## config.mk

```make
export PLATFORM = sky130hd
export DESIGN_NAME = dmac_xfer_count
export DESIGN_NICKNAME = d
export VERILOG_FILES = /design/src/rtl/dmac_pkg.sv /design/src/rtl/dmac_shadow.sv /design/src/rtl/dmac_len_calc.sv /design/src/rtl/dmac_engine.sv /design/src/rtl/dmac_xfer_count.sv
export SDC_FILE = /design/constraint.sdc
export NUM_CORES = 1
export LEC_CHECK = 0
export CAP_MARGIN = 20
export CORE_MARGIN = 4
export CORE_UTILIZATION = 54
export DETAILED_ROUTE_END_ITERATION = 8
export PLACE_DENSITY = 0.9
export SYNTH_ARGS = -nofsm -noshare
export SYNTH_HDL_FRONTEND = slang
export SYNTH_SLANG_ARGS = --single-unit
```

## constraint.sdc

```tcl
create_clock -name clk_i -period 5.9 [get_ports clk_i]
set_input_delay 0.885 -clock clk_i [delete_from_list [all_inputs] [get_ports clk_i]]
set_output_delay 0.885 -clock clk_i [all_outputs]
set_load 0.01 [all_outputs]
```

## src/rtl/dmac_pkg.sv

```systemverilog
package dmac_pkg;
  typedef struct packed {
    logic       dma;
    logic [6:0] code;
  } cmd_t;

  localparam logic [6:0] OP_XFER_INFO = 7'h10;
  localparam logic [7:0] CAUSE_BUS_SVC = 8'h10;
endpackage

```

## src/rtl/dmac_shadow.sv

```systemverilog
module dmac_shadow #(
  parameter int CNT_W  = 16,
  parameter int BYTE_W = 8,
  localparam int NB    = CNT_W / BYTE_W,
  localparam int AW    = (NB > 1) ? $clog2(NB) : 1
) (
  input  logic              clk_i,
  input  logic              rst_ni,
  input  logic              wr_en_i,
  input  logic [AW-1:0]     wr_addr_i,
  input  logic [BYTE_W-1:0] wr_data_i,
  output logic [CNT_W-1:0]  shadow_o
);
  for (genvar g = 0; g < NB; g++) begin : g_lane
    logic [BYTE_W-1:0] lane_q;
    always_ff @(posedge clk_i or negedge rst_ni) begin
      if (!rst_ni)                                 lane_q <= '0;
      else if (wr_en_i && wr_addr_i == AW'(g))     lane_q <= wr_data_i;
    end
    assign shadow_o[g*BYTE_W +: BYTE_W] = lane_q;
  end
endmodule

```

## src/rtl/dmac_len_calc.sv

```systemverilog
module dmac_len_calc #(
  parameter int CNT_W = 16,
  parameter int CAP   = 32,
  localparam int LEN_W = CNT_W + 1
) (
  input  logic [CNT_W-1:0] count_i,
  input  logic [LEN_W-1:0] limit_i,
  input  logic             collect_i,
  output logic [LEN_W-1:0] len_o
);
  logic [LEN_W-1:0] full, lim;
  always_comb begin
    full  = (count_i == '0) ? (LEN_W'(1) << CNT_W) : {1'b0, count_i};
    lim   = collect_i ? LEN_W'(CAP) : limit_i;
    len_o = (full < lim) ? full : lim;
  end
endmodule

```

## src/rtl/dmac_engine.sv

```systemverilog
module dmac_engine
  import dmac_pkg::*;
#(
  parameter int CNT_W = 16,
  localparam int LEN_W = CNT_W + 1
) (
  input  logic             clk_i,
  input  logic             rst_ni,
  input  logic             reload_i,
  input  logic             start_i,
  input  logic             tc_clr_i,
  input  logic             byte_i,
  input  logic [CNT_W-1:0] shadow_i,
  input  logic [LEN_W-1:0] len_i,
  output logic [CNT_W-1:0] count_o,
  output logic [LEN_W-1:0] remain_o,
  output logic             busy_o,
  output logic             tc_o,
  output logic [7:0]       intr_o,
  output logic             irq_o,
  output logic             done_o
);
  logic [CNT_W-1:0] count_q;
  logic [LEN_W-1:0] remain_q;
  logic             tc_q, irq_q, done_q;
  logic [7:0]       cause_q;
  logic             busy, byte_ok, done_now;

  assign busy     = (remain_q != '0);
  // a DMA command owns the cycle: same-cycle byte strobes are dropped
  assign byte_ok  = byte_i && busy && !reload_i;
  assign done_now = start_i ? (len_i == '0)
                            : (byte_ok && remain_q == LEN_W'(1));

  always_ff @(posedge clk_i or negedge rst_ni) begin
    if (!rst_ni) begin
      count_q  <= '0;
      remain_q <= '0;
      tc_q     <= 1'b0;
      cause_q  <= '0;
      irq_q    <= 1'b0;
      done_q   <= 1'b0;
    end else begin
      done_q <= done_now;
      if (done_now) begin
        count_q  <= '0;
        remain_q <= '0;
        tc_q     <= 1'b1;
        cause_q  <= CAUSE_BUS_SVC;
        irq_q    <= 1'b1;
      end else begin
        if (start_i)      remain_q <= len_i;
        else if (byte_ok) remain_q <= remain_q - LEN_W'(1);
        if (reload_i)     count_q  <= shadow_i;
        else if (byte_ok) count_q  <= count_q - CNT_W'(1);
        if (start_i || tc_clr_i) tc_q <= 1'b0;
      end
    end
  end

  assign count_o  = count_q;
  assign remain_o = remain_q;
  assign busy_o   = busy;
  assign tc_o     = tc_q;
  assign intr_o   = cause_q;
  assign irq_o    = irq_q;
  assign done_o   = done_q;
endmodule

```

## src/rtl/dmac_xfer_count.sv

```systemverilog
module dmac_xfer_count
  import dmac_pkg::*;
#(
  parameter int CNT_W  = 16,
  parameter int BYTE_W = 8,
  parameter int CAP    = 32,
  localparam int LEN_W = CNT_W + 1,
  localparam int NB    = CNT_W / BYTE_W,
  localparam int AW    = (NB > 1) ? $clog2(NB) : 1
) (
  input  logic              clk_i,
  input  logic              rst_ni,
  input  logic              wr_en_i,
  input  logic [AW-1:0]     wr_addr_i,
  input  logic [BYTE_W-1:0] wr_data_i,
  input  logic              cmd_valid_i,
  input  logic [7:0]        cmd_i,
  input  logic              collect_i,
  input  logic [LEN_W-1:0]  phase_len_i,
  input  logic              byte_i,
  output logic [CNT_W-1:0]  count_o,
  output logic [LEN_W-1:0]  remain_o,
  output logic              busy_o,
  output logic              tc_o,
  output logic [7:0]        intr_o,
  output logic              irq_o,
  output logic              done_o
);
  cmd_t             cmd;
  logic             dma_cmd, xfer_cmd;
  logic [CNT_W-1:0] shadow, cnt_eff;
  logic [LEN_W-1:0] len;

  assign cmd      = cmd_t'(cmd_i);
  assign dma_cmd  = cmd_valid_i && cmd.dma;
  assign xfer_cmd = dma_cmd && (cmd.code == OP_XFER_INFO);

  dmac_shadow #(.CNT_W(CNT_W), .BYTE_W(BYTE_W)) u_shadow (
    .clk_i, .rst_ni, .wr_en_i, .wr_addr_i, .wr_data_i, .shadow_o(shadow)
  );

  // the length sees the value being reloaded on this same command
  assign cnt_eff = dma_cmd ? shadow : count_o;

  dmac_len_calc #(.CNT_W(CNT_W), .CAP(CAP)) u_len (
    .count_i(cnt_eff), .limit_i(phase_len_i), .collect_i, .len_o(len)
  );

  dmac_engine #(.CNT_W(CNT_W)) u_eng (
    .clk_i, .rst_ni,
    .reload_i (dma_cmd),
    .start_i  (xfer_cmd),
    .tc_clr_i (wr_en_i),
    .byte_i,
    .shadow_i (shadow),
    .len_i    (len),
    .count_o, .remain_o, .busy_o, .tc_o, .intr_o, .irq_o, .done_o
  );
endmodule

```

Word level (Yosys, flattened, before mapping)
Index checks and enable logic that the tools add are counted.
- word-level logic and storage cells: 41
- output and inout bits: 45
- register bits after elaboration: 52
- $lt $le $gt $ge: 1
- add/subtract/negate cells: 2
- mux-type cells: 13
- eq/ne operators: 2
- bitwise gates (word level): 1
- reduce and logical (&&, ||, !) cells: 15
- operators by type and width (kind ; number):
    $mux W17 ; 6
    $mux W16 ; 4
    $eq A17 B1 Y1 const B ; 1
    $logic_not A17 Y1 ; 1
    $lt A17 B17 Y1 ; 1
    $reduce_bool A17 Y1 ; 1
    $sub A17 B1 Y17 const B ; 1
    $logic_not A16 Y1 ; 1
    $sub A16 B1 Y16 const B ; 1
    $eq A7 B5 Y1 const B ; 1
    $logic_and A1 B1 Y1 ; 7
    $reduce_bool A3 Y1 ; 2
    $mux W1 ; 3
    $reduce_bool A2 Y1 ; 1
    $logic_not A1 Y1 ; 1
    $logic_or A1 B1 Y1 ; 1
    $not A1 Y1 ; 1

Logic depth before layout (Yosys ltp)
- word-level depth: 9
- gate-level depth with buffers: 13
- depth with buffers taken out: 11

By module
From an unflattened synthesis, not the netlist that was laid out.
- cells, all modules: 461
- area, all modules: 4134.0 µm²
- modules (own cells, without submodules) (module ; instances ; cells an instance ; area each (µm²) ; seq. area each (µm²)):
    dmac_engine ; 1 ; 290 ; 2453.6 ; 900.9
    dmac_len_calc ; 1 ; 114 ; 807.0 ; 0.0
    dmac_shadow ; 1 ; 35 ; 641.9 ; 400.4
    dmac_xfer_count ; 1 ; 22 ; 231.5 ; 0.0

Worst setup path after synthesis
No wires, ideal clock.
- path kind: input to register
- start point: in cmd_valid_i
- end point: reg u_eng.tc_q (netlist: u_eng.tc_o)
- required time: 5780 ps
- stages: 13
- data arrival time: 3598 ps
- path slack: 2182 ps
- cell sequence: nand2_1 clkbuf_1 clkbuf_1 nand2_1 nand2_1 ha_1 and3_1 a221oi_1 o31ai_1 a211oi_4 o32ai_2 buf_2 a31o_2
- cells in the longest elaborated chain, start to end: 9
- RTL lines (what ; line ; RTL):
    start, declared ; dmac_xfer_count.sv:16 ; input logic cmd_valid_i,
    $logic_and A1 B1 Y1 * ; dmac_xfer_count.sv:35 ; assign dma_cmd = cmd_valid_i && cmd.dma;
    $mux W16 ; dmac_xfer_count.sv:43 ; assign cnt_eff = dma_cmd ? shadow : count_o;
    $logic_not A16 Y1 ; dmac_len_calc.sv:13 ; full = (count_i == '0) ? (LEN_W'(1) << CNT_W) : {1'b0, count_i};
    $mux W17 ; dmac_len_calc.sv:13 ;
    $lt A17 B17 Y1 ; dmac_len_calc.sv:15 ; len_o = (full < lim) ? full : lim;
    $mux W17 ; dmac_len_calc.sv:15 ;
    $logic_not A17 Y1 ; dmac_engine.sv:32 ; assign done_now = start_i ? (len_i == '0)
    $mux W1 ; dmac_engine.sv:32 ;
    $mux W1 / $reduce_bool A2 Y1 (equally long branches) ; -- ;
    end signal, assigned ; dmac_engine.sv:39 ; tc_q <= 1'b0;
    end signal, assigned ; dmac_engine.sv:48 ; tc_q <= 1'b1;
    end signal, assigned ; dmac_engine.sv:56 ; if (start_i || tc_clr_i) tc_q <= 1'b0;
    end, declared ; dmac_engine.sv:25 ; logic tc_q, irq_q, done_q;
Mark *: on every way between the ends. The rest lies on a longest branch, timed or not.
A chain may end at the register's enable or synchronous reset.

Worst setup path after layout
- start point: in cmd_valid_i
- end point: reg u_eng.count_q[14] (netlist: u_eng.count_o[14])
- cells in the longest elaborated chain, start to end: 9
- RTL lines (what ; line ; RTL):
    $logic_and A1 B1 Y1 * ; dmac_xfer_count.sv:35 ;
    $mux W16 ; dmac_xfer_count.sv:43 ;
    $logic_not A16 Y1 ; dmac_len_calc.sv:13 ;
    $mux W17 ; dmac_len_calc.sv:13 ;
    $lt A17 B17 Y1 ; dmac_len_calc.sv:15 ;
    $mux W17 ; dmac_len_calc.sv:15 ;
    $logic_not A17 Y1 ; dmac_engine.sv:32 ;
    $mux W1 ; dmac_engine.sv:32 ;
    $reduce_bool A3 Y1 (no line) / $mux W16 (equally long branches) ; -- ;
    end signal, assigned ; dmac_engine.sv:54 ; if (reload_i) count_q <= shadow_i;
    end signal, assigned ; dmac_engine.sv:55 ; else if (byte_ok) count_q <= count_q - CNT_W'(1);
    end, declared ; dmac_engine.sv:23 ; logic [CNT_W-1:0] count_q;
Marked as above.

==> key figures <==
Clock network
  • Max clock buf depth: 2
  • Clk root buf: clkbuf_8
  • Setup Fix Bufs, Post-CTS: 0
  • Clk_lat worst skew: 310 ps
  • CTS Sinks: 52
  • Htree depth: 2
  • TritonCTS clock tree: yes
  • PostCTS Resize Cnt: 0
  • Hold buffers post-CTS: 0
  • Worst-path clk slew: 100 ps
  • CTS Buf Count: 5

STA
  • Final setup viols: 0
  • Slew margin rel.: 51.56%
  • Final setup TNS: 0 ps
  • RSZ-0062 raised after global routing: false
  • Final Hold Vio Count: 0
  • Slew @ Worst Pin: 726.5 ps
  • Fin Hold WS: 525.9 ps
  • Fin crit share: 76.73%
  • Fmax: 0.2209 GHz
  • Slew Viols, Final: 0
  • Setup Skew: 7.934 ps
  • Minimum clock period after layout: 4527 ps

Detailed routing
  • Final wirelength: 10750 um
  • First-pass DRT Iterations: 5
  • Antenna viol nets, final: 0
  • Vias: 3705
  • WL/cell: 18.00 um
  • # DRC: 0
  • 1st-iter DRT viols: 354
  • Drt via density: 6.206

Status
  • Status: finished, final reports clean

Worst setup path
  • Crit path launch type: primary input
  • CP Max Fanout: 34
  • Crit. End Element: register
  • Setup CP Type: primary input to register
  • Data arrival, critical path: 4690 ps
  • Reg-to-reg slack, setup: 1720 ps
  • CP Data Required Time: 6070 ps

Synthesis
  • Mapped cell area: 3851 um^2
  • Mean post-synth cell area: 8.935 um^2
  • EDFF count, synth: 0
  • #FFs+latches synth: 52
  • Main synth FF type: dfrtp_1
  • Seq/Total Area, Yosys: 33.79%
  • Synth warnings: 0
  • Synth cell types: 64
  • Synth async-reset ratio: 100.0%
  • Mapped Cells: 431

Floorplanning
  • Rows: 30
  • Initial core utilization: 56.07%
  • Top Ports: 85
  • Core ar.: 6869 um^2
  • Die X-Extent: 92.45 um
  • Die height: 92.45 um
  • DIE AREA: 8547 um^2

Layout
  • Synthesis-to-layout area growth: 23.23%
  • Layout cell share with drive strength beyond 1: 11.38%
  • N_diodes: 0
  • Most frequent cells in the layout: clkdlybuf4s50_1 (76), dfrtp_1 (52), nand2_1 (38), nor2_1 (26), nor3_1 (26)
  • Most common cell after layout, fill and taps aside: clkdlybuf4s50_1
  • Nets@finish: 559

Power
  • Leakage: 0.001935 uW
  • Pwr dens: 337.4 nW/um^2
  • Peak supply drop: 0.0001670 V

Place
  • HPWL after detailed placement: 8263 um
  • GP Congestion: 0.9461
  • Port Buffers: 77

GRT
  • Antenna violations before repair: 0
  • First-pass GRT wire length: 17510 um
  • Vias in the first global route: 3554
  • Total gr overflow: 0
  • Largest net degree at the start of global routing: 53
  • All-Layer GR Usage: 25.38%

Run
  • Max-Cap Viols: 0

Hold path
  • Hold Path Class: register to register
worst max-delay path, stage by stage:
cell,delay [ps]
clkdlybuf4s50_1,480
nand2_1,100
buf_4,320
or2b_1,300
or3_2,410
o31ai_1,220
and3_1,230
ha_1,200
nand4_1,150
nor3_1,420
a211oi_4,120
o32ai_2,440
buf_4,340
a311oi_1,60
logic make-up after synthesis:
group / Yosys count / synth area share (%)
AOI/OAI and AO/OA: 80 / 14.56
xor gates and xnor gates: 19 / 4.321
adders and majority gates: 19 / 6.173
buffers and inverters: 43 / 5.620
DFF: 52 / 33.79
muxes: 34 / 9.584
other: 1 / 0.09737
and+or+nand+nor: 183 / 25.86
flip-flops by register name (all words and copies together) (netlist names):
name / cells
u_shadow.g_lane.lane_q: 16
u_eng.done_o: 1
u_eng.remain_o: 17
u_eng.irq_o: 1
u_eng.tc_o: 1
u_eng.count_o: 16
area by class of cell:
| cell class | count | area [um^2] |
|---|---|---|
| Multi-Input combinational cell | 342 | 2356 |
| Clock inverter | 2 | 15.01 |
| Fill cell | 559 | 2123 |
| Sequential cell | 52 | 1301 |
| Inverter | 16 | 60.06 |
| Timing Repair Buffer | 83 | 810.8 |
| Clock buffer | 6 | 82.58 |
| Tap cell | 96 | 120.1 |
report_power, final:
group	switching [uW]	total, uW	internal, uW
sequential	151	606	454
combinational	370	774	404
clock	126	221	95.3
Yosys cell counts (4+ instances only):
cell | instances | area (um^2)
dfrtp_1 | 52 | 1301
nand2_1 | 38 | 142.6
nor2_1 | 26 | 97.59
nor3_1 | 26 | 130.1
a21oi_1 | 24 | 120.1
mux2_2 | 23 | 259.0
ha_1 | 19 | 237.7
inv_1 | 16 | 60.06
nand2b_1 | 14 | 87.58
nand3_1 | 14 | 70.07
nor4_1 | 13 | 81.33
clkbuf_1 | 11 | 41.29
mux2i_1 | 11 | 110.1
xor2_1 | 11 | 96.34
a211oi_1 | 9 | 67.56
and3_1 | 9 | 56.30
buf_4 | 9 | 67.56
xnor2_1 | 8 | 70.07
o21ai_0 | 6 | 30.03
or4_1 | 6 | 45.04
buf_2 | 5 | 25.02
nand4_1 | 5 | 31.28
or3_1 | 5 | 31.28
a21o_1 | 4 | 30.03
a31oi_1 | 4 | 25.02
o22ai_1 | 4 | 25.02
o31ai_1 | 4 | 30.03
per-layer routing:
layer  vias up  routed length [um]  track usage [%]
met5         -                   0                0
met4         0                 322            9.777
met3        36                 872            3.574
met2       199                5159            41.45
met1      1758                4394            34.05
li1       1712                   -                -
stage by stage:
stage / total power (uW) / utilization [%] / cell area, um^2 / setup slack [ps] / instances
detailed placement: 1368 / 67.67 / 4648 / 1091 / 589
floorplan: 1041 / - / 3874 / 2182 / 437
global placement: 1339 / 67.67 / 4648 / 1300 / 589
global route: 1702 / 69.09 / 4746 / 1177 / 597
CTS: 1593 / 69.09 / 4746 / 1419 / 597
finish: 1601 / 69.09 / 4746 / 1373 / 597
final timing paths:
kind,startpoint,to,cells after the start
worst max-delay path,cmd_valid_i,u_eng.count_o[14],14
min in group asynchronous,rst_ni,u_eng.remain_o[2],2
worst min-delay path,u_eng.irq_o,u_eng.irq_o,1
worst max register to register,u_eng.count_o[6],u_eng.count_o[14],12
worst min register to register,u_eng.irq_o,u_eng.irq_o,1
max in group asynchronous,rst_ni,u_eng.count_o[9],2
Power figures use the tool's default switching activity.
